## src/rtl/awl_pkg.sv

```systemverilog
package awl_pkg;
    localparam int ADDR_W = 16;
    localparam int DATA_W = 8;

    typedef logic [ADDR_W-1:0] addr_t;
    typedef logic [DATA_W-1:0] data_t;

    typedef struct packed {
        logic  hit;
        data_t low;
    } win_t;

    function automatic win_t decode_window(input addr_t a, input logic [ADDR_W-DATA_W-1:0] hi);
        win_t w;
        w.hit = (a[ADDR_W-1:DATA_W] == hi);
        w.low = a[DATA_W-1:0];
        return w;
    endfunction
endpackage

```

## src/rtl/awl_window_decode.sv

```systemverilog
module awl_window_decode
    import awl_pkg::*;
#(
    parameter logic [ADDR_W-DATA_W-1:0] WIN_HI = 8'hF0
) (
    input  addr_t addr,
    output win_t  win
);
    always_comb win = decode_window(addr, WIN_HI);
endmodule

```

## src/rtl/awl_delay_counter.sv

```systemverilog
module awl_delay_counter #(
    parameter int DELAY = 5
) (
    input  logic clk,
    input  logic rst,
    input  logic step,
    input  logic arm,
    output logic busy,
    output logic fire
);
    localparam int CW = (DELAY > 2) ? $clog2(DELAY) : 1;
    localparam logic [CW-1:0] LAST = CW'(DELAY - 1);

    logic [CW-1:0] cnt_q;
    logic          busy_q;

    assign busy = busy_q;
    assign fire = busy_q && step && (cnt_q == LAST);

    always_ff @(posedge clk) begin
        if (rst) begin
            busy_q <= 1'b0;
            cnt_q  <= '0;
        end else if (fire) begin
            busy_q <= 1'b0;
            cnt_q  <= '0;
        end else if (arm) begin
            busy_q <= 1'b1;
            cnt_q  <= CW'(1);
        end else if (busy_q && step) begin
            cnt_q  <= cnt_q + CW'(1);
        end
    end

    assert_cnt_bound_R3: assert property (@(posedge clk) disable iff (rst)
        cnt_q <= LAST);
    assert_idle_cnt_zero_R8: assert property (@(posedge clk) disable iff (rst)
        !busy_q |-> cnt_q == '0);
    assert_fire_clears_R6: assert property (@(posedge clk) disable iff (rst)
        fire |=> !busy_q);
    assert_stall_hold_R3: assert property (@(posedge clk) disable iff (rst)
        (busy_q && !step) |=> ($stable(cnt_q) && busy_q));
endmodule

```

## src/rtl/awl_data_latch.sv

```systemverilog
module awl_data_latch
    import awl_pkg::*;
(
    input  logic  clk,
    input  logic  rst,
    input  logic  load,
    input  data_t din,
    output data_t dout
);
    data_t val_q;
    assign dout = val_q;

    always_ff @(posedge clk) begin
        if (rst)       val_q <= '0;
        else if (load) val_q <= din;
    end

    assert_load_capture_R2: assert property (@(posedge clk) disable iff (rst)
        load |=> val_q == $past(din));
endmodule

```

## src/rtl/addr_write_latch.sv

```systemverilog
module addr_write_latch
    import awl_pkg::*;
#(
    parameter int                       DELAY  = 5,
    parameter logic [ADDR_W-DATA_W-1:0] WIN_HI = 8'hF0
) (
    input  logic              clk,
    input  logic              rst,
    input  logic              bus_valid,
    input  logic [ADDR_W-1:0] bus_addr,
    input  logic              wr_allow,
    output logic              ram_we,
    output logic [ADDR_W-1:0] ram_waddr,
    output logic [DATA_W-1:0] ram_wdata
);
    win_t  win;
    logic  busy, fire, arm;
    data_t val;

    awl_window_decode #(.WIN_HI(WIN_HI)) u_dec (
        .addr (bus_addr),
        .win  (win)
    );

    assign arm = bus_valid && win.hit && !busy;

    awl_delay_counter #(.DELAY(DELAY)) u_cnt (
        .clk  (clk),
        .rst  (rst),
        .step (bus_valid),
        .arm  (arm),
        .busy (busy),
        .fire (fire)
    );

    awl_data_latch u_lat (
        .clk  (clk),
        .rst  (rst),
        .load (arm),
        .din  (win.low),
        .dout (val)
    );

    assign ram_we    = fire && wr_allow;
    assign ram_waddr = bus_addr;
    assign ram_wdata = val;

    assert_we_needs_valid_R9: assert property (@(posedge clk) disable iff (rst)
        ram_we |-> bus_valid);
    assert_we_needs_allow_R7: assert property (@(posedge clk) disable iff (rst)
        ram_we |-> wr_allow);
    assert_we_single_R6: assert property (@(posedge clk) disable iff (rst)
        ram_we |=> !ram_we);
    assert_value_hold_R5: assert property (@(posedge clk) disable iff (rst)
        (busy && !fire) |=> $stable(ram_wdata));
endmodule

```

## config.mk

```make
export PLATFORM = sky130hd
export DESIGN_NAME = addr_write_latch
export DESIGN_NICKNAME = d
export VERILOG_FILES = /design/src/rtl/awl_pkg.sv /design/src/rtl/awl_window_decode.sv /design/src/rtl/awl_delay_counter.sv /design/src/rtl/awl_data_latch.sv /design/src/rtl/addr_write_latch.sv
export SDC_FILE = /design/constraint.sdc
export NUM_CORES = 1
export LEC_CHECK = 0
export ABC_AREA = 1
export BUFFER_PORTS_ARGS = -buffer_cell sky130_fd_sc_hd__buf_2
export CAP_MARGIN = 30
export CORE_UTILIZATION = 45
export DETAILED_ROUTE_END_ITERATION = 8
export PLACE_DENSITY = 0.9
export SLEW_MARGIN = 25
export SYNTH_ARGS = -nofsm -noshare
export SYNTH_HDL_FRONTEND = slang
export SYNTH_SLANG_ARGS = --single-unit
export TNS_END_PERCENT = 100
```

## constraint.sdc

```tcl
create_clock -name clk -period 2.5 [get_ports clk]
set_clock_uncertainty 0.15 [all_clocks]
set_input_delay 0.125 -clock clk [delete_from_list [all_inputs] [get_ports clk]]
set_output_delay 0.125 -clock clk [all_outputs]
set_load 0.01 [all_outputs]
```

Yosys cells after proc, flatten, opt, wreduce, memory -nomap -nowiden

Cells that the tools add are included.

Add/sub/neg operators: 1
$mul: 0
Divide/modulo/power cells: 0
$lt $le $gt $ge: 0
Eq/ne operators: 2
Shifts and indexed selects: 0
Multiplexer cells: 2
Bitwise logic cells: 0
Reduce and logical (&&, ||, !) cells: 9

Operators by type and width:

| operator                                     | number |
|---|---|
| == test 8 bit (second input constant)        | 1 |
| logical AND 1 bit                            | 5 |
| adder 3 x 1 -> 3 bit (second input constant) | 1 |
| == test 3 bit (second input constant)        | 1 |
| OR reduction 3 bit                           | 1 |
| two-way mux 1 bit                            | 2 |
| nonzero test 2 bit                           | 1 |
| OR reduction 2 bit                           | 1 |
| logical NOT 1 bit                            | 1 |

Flip-flop bits (word level): 12
Latch bits: 0
RAM bits: 0
ROM bits: 0
Input port bits: 20
Output and inout bits: 25
Logic and storage cells: 18
Memories kept: 0

Logic depth before layout (Yosys ltp)

Word-level depth: 4
Depth in mapped cells: 6
Depth with buffers taken out: 6

Cells and area by module

Synthesis repeated with hierarchy kept, for this count alone.

Cell total of the unflattened synthesis: 124
Area, all modules: 813.3 µm²

By module, submodules not included:

| module            | instances | cells an instance | area each (µm²) | seq. area each (µm²) |
|---|---|---|---|---|
| awl_data_latch    | 1         | 51                | 341.6           | 160.2 |
| awl_delay_counter | 1         | 36                | 237.7           | 80.1 |
| addr_write_latch  | 1         | 20                | 137.6           | 0.0 |
| awl_window_decode | 1         | 17                | 96.3            | 0.0 |

Worst setup path before layout

No wires, ideal clock.

Path type: register to register
From: register u_cnt.cnt_q[0]
To: register u_cnt.cnt_q[1]
Library setup time: 0.113 ns
Arrival time: 0.835 ns
Slack: 1.402 ns
Cell stages (with the launch flop): 7
Buffers on the path: 0
Clock period less this slack: 1.098 ns
Cell sequence: dfxtp_1 -> inv_1 -> ha_1 -> nand2_1 -> o21ai_0 -> inv_1 -> nor2_1

Word-level cells in the longest chain between the ends: 3

Ends and longest elaborated chain:

| what                                | RTL line                | RTL |
|---|---|---|
| start, declared                     | awl_delay_counter.sv:14 | `logic [CW-1:0] cnt_q;` |
| start signal, assigned              | awl_delay_counter.sv:31 | `cnt_q <= cnt_q + CW'(1);` |
| == test 3 bit                       | awl_delay_counter.sv:18 | `assign fire = busy_q && step && (cnt_q == LAST);` |
| logical AND 1 bit                   | awl_delay_counter.sv:18 |  |
| OR reduction 3 bit (no source line) | -                       |  |

Parallel ways exist; a longest one is shown, timed or not.
A chain may end at the register's enable or synchronous reset.

Worst setup path in the final report

From: register u_cnt.busy_q, in the netlist u_cnt.busy
To: output port ram_we

Word-level cells in the longest chain between the ends: 3

Ends and longest elaborated chain:

| what                            | RTL line                | RTL |
|---|---|---|
| start, declared                 | awl_delay_counter.sv:15 | `logic busy_q;` |
| start signal, assigned          | awl_delay_counter.sv:22 | `busy_q <= 1'b0;` |
| start signal, assigned          | awl_delay_counter.sv:25 | `busy_q <= 1'b0;` |
| start signal, assigned          | awl_delay_counter.sv:28 | `busy_q <= 1'b1;` |
| logical AND 1 bit (2 in series) | awl_delay_counter.sv:18 |  |
| logical AND 1 bit               | addr_write_latch.sv:44  | `assign ram_we = fire && wr_allow;` |
| end, declared                   | addr_write_latch.sv:12  | `output logic ram_we,` |

No other way between the ends.

==> results.sh <==
export IMPL_status="finished clean"
export IMPL_yosysSeqAreaShare=0.311
export IMPL_cts_tree="done"
export IMPL_r2r_end="u_cnt.cnt_q[2]$_SDFFE_PP0P_"
export IMPL_htree_levels=1
export IMPL_clock_path_buffers=2
export IMPL_cp_buffers_inverters=2
export IMPL_tns_ns=0
export IMPL_wl_per_cell_um=10.1
export IMPL_synth_simple_area_share=0.366
export IMPL_timing_rr_start="u_cnt.busy$_SDFFE_PP0P_"
export IMPL_cts_made_buffers=3
export IMPL_finalWorstSetupSlack_ns=1.02
export IMPL_dpl_hpwl_um=1290
export IMPL_worstPathArrival_ns=1.21
export IMPL_via_count=733
export IMPL_grt_use_total=0.186
export IMPL_hold_path_cell_count=5
export IMPL_drv_cap=0
export IMPL_vias_per_cell=4.67
export IMPL_synth_fa_ha_area_frac=0.0324
export IMPL_worstHoldStart="bus_addr[0]"
export IMPL_final_cell_mix="buf_2, nor2_1, inv_1"
export IMPL_crit_fanout=4
export IMPL_grt_overflow_total=0
export IMPL_die_width_um=43.4
export IMPL_min_period_ns=1.48
export IMPL_drt_pass1_iterations=4
export IMPL_ir_drop_v=0.000242
export IMPL_reg2reg_depth=6
export IMPL_io_pins=45
export IMPL_synth_cells=109
export IMPL_worstMarginPinSlew_ns=0.347
export IMPL_yosysWarnings=0
export IMPL_synthMuxAreaShare=0
export IMPL_slew_violations=0
export IMPL_finalInstanceArea_sq_um=928
export IMPL_clkLatencyLatePin_ns=0.28
export IMPL_hp_class="input port to flip-flop"
export IMPL_port_buffers=44
export IMPL_place_area_sq_um=892
export IMPL_wl_um=1590
export IMPL_slew_headroom=0.768
export IMPL_fin_nets=164
export IMPL_root_buffer="clkbuf_4"
export IMPL_synth_compound_area_frac=0.0130
export IMPL_cp_startpoint="u_cnt.busy$_SDFFE_PP0P_"
export IMPL_die_height_um=43.4
export IMPL_ys_seq_elements=12
export IMPL_syn_num_nets=131
export IMPL_final_common_cell="buf_2"
export IMPL_synth_xor_area_frac=0.0227
export IMPL_cpMaxStageDelayCell="dfxtp_1"
export IMPL_max_stage_delay_ns=0.38
export IMPL_path_cells="nand2_1 -> inv_1 -> nand3_1 -> nor2_1 -> buf_2"
export IMPL_power_mw=0.416
export IMPL_gp_congestion=0.740
export IMPL_drc=0
export IMPL_fin_crit_sh=0.593
export IMPL_hold_viol=0
export IMPL_start_util=0.495
export IMPL_crit_type="flip-flop to output port"
export IMPL_power_density_mw_per_mm2=448
export IMPL_clock_fmax_ghz=0.674
export IMPL_p_leak_nw=0.549
export IMPL_clock_sinks=12
export IMPL_die_area_sq_mm=0.00189
export IMPL_synthesis_area_sq_um=772
export IMPL_core_rowCount=14
export IMPL_ant_nets=0
export IMPL_area_growth_pct=20.3
export IMPL_cpLargestDelayFamily="flip-flops"
export IMPL_hold_path_end="u_lat.dout[0]$_SDFFE_PP0P_"
export IMPL_core_area_sq_mm=0.00156
export IMPL_dpl_worst_slack_ns=1.31
export IMPL_antenna_found_initial=0
export IMPL_rsz0062_at_grt="no"
export IMPL_grt_pass1_vias=654
export IMPL_drt_iter0_drc=9
export IMPL_setup_violations=0
export IMPL_post_cts_buffers=0
export IMPL_clkSlewWorstSetupHoldPaths_ns=0.09
export IMPL_postCtsHoldBufs=0
export IMPL_drive_above_1_share=0.397
export IMPL_cp_end_kind="output port"
export IMPL_cp_required_ns=2.23
export IMPL_synth_cell_types=18
export IMPL_grt_start_max_net_pins=11
export IMPL_startpoint_type="flip-flop"
export IMPL_synth_top_family_by_area="simple AND/OR/NAND/NOR gates"
export IMPL_antennaDiodeCount=0
export IMPL_grt_pass1_wl_um=2640
export IMPL_post_cts_resize_count=0
export IMPL_postSynthAreaPerCell_sq_um=7.08
export IMPL_postLayoutCoreUtil=0.596
export IMPL_reg2reg_slack_ns=1.27
routing by layer:
metal / GRT usage / share of wire
met1: 0.197 / 0.38
met2: 0.345 / 0.55
met3: 0.0375 / 0.040
met4: 0.0938 / 0.028
met5: 0 / 0
Yosys cell counts:
cell type | number | area share
nor2_8 | 2 | 0.052
dfxtp_1 | 12 | 0.31
nor2_1 | 24 | 0.12
ha_1 | 2 | 0.032
o21ai_0 | 1 | 0.0065
xor2_1 | 2 | 0.023
nand4_1 | 8 | 0.065
inv_2 | 1 | 0.0049
nand2_2 | 2 | 0.016
nor2_4 | 1 | 0.015
nor2_2 | 1 | 0.0081
inv_1 | 16 | 0.078
inv_6 | 1 | 0.011
buf_4 | 16 | 0.16
nand3_1 | 4 | 0.026
a21oi_1 | 1 | 0.0065
clkinv_1 | 1 | 0.0049
nand2_1 | 14 | 0.068
metrics by stage:
| stage | hold WS (ns) | cells |
|---|---|---|
| finish | 0.0247 | 157 |
| CTS | 0.0341 | 157 |
| floorplan | 0.187 | 109 |
| global route | 0.0478 | 157 |
| detailed placement | 0.298 | 153 |
| global placement | 0.298 | 153 |
power by group:
group	switching, mW	internal (mW)
Combinational	0.0384	0.0272
Clock	0.0704	0.0885
Sequential	0.000217	0.191
Total	0.109	0.307
flip-flops by register name, summed over array words and instances, names as in the netlist:
register,count
u_lat.dout,8
u_cnt.cnt_q,3
u_cnt.busy,1
kinds of logic (layout without fill, tap and decap cells):
group           count (synthesis)  count (layout)
simple gates                   56              56
compound gates                  2               2
xor+xnor                        2               2
fa+ha+maj                       2               2
flops                          12              12
buf+inv                        35              67
tightest hold or removal path: stages:
cell,delay [ns]
buf_2,0.08
inv_1,0.03
nand4_1,0.07
nand2_1,0.04
nor2_1,0.07
cell type report:
cell class	count	area, sq um
fill	142	631
clock buffer	4	36.3
sequential	12	240
inverter	19	76.3
tap	16	20.0
multi-input combinational	62	335
timing repair buffer	44	220
how the worst max path moves through the flow:
stage,endpoint,slack [ns],depth (start not counted)
4_1_cts,ram_we,1.01,5
2_1_floorplan,u_cnt.cnt_q[1]$_SDFFE_PP0P_,1.40,6
3_3_place_gp,u_cnt.cnt_q[2]$_SDFFE_PP0P_,1.34,6
5_1_grt,ram_we,0.89,5
6_report,ram_we,1.02,5
3_5_place_dp,u_cnt.cnt_q[2]$_SDFFE_PP0P_,1.31,6
(Power assumes the default switching activity.)
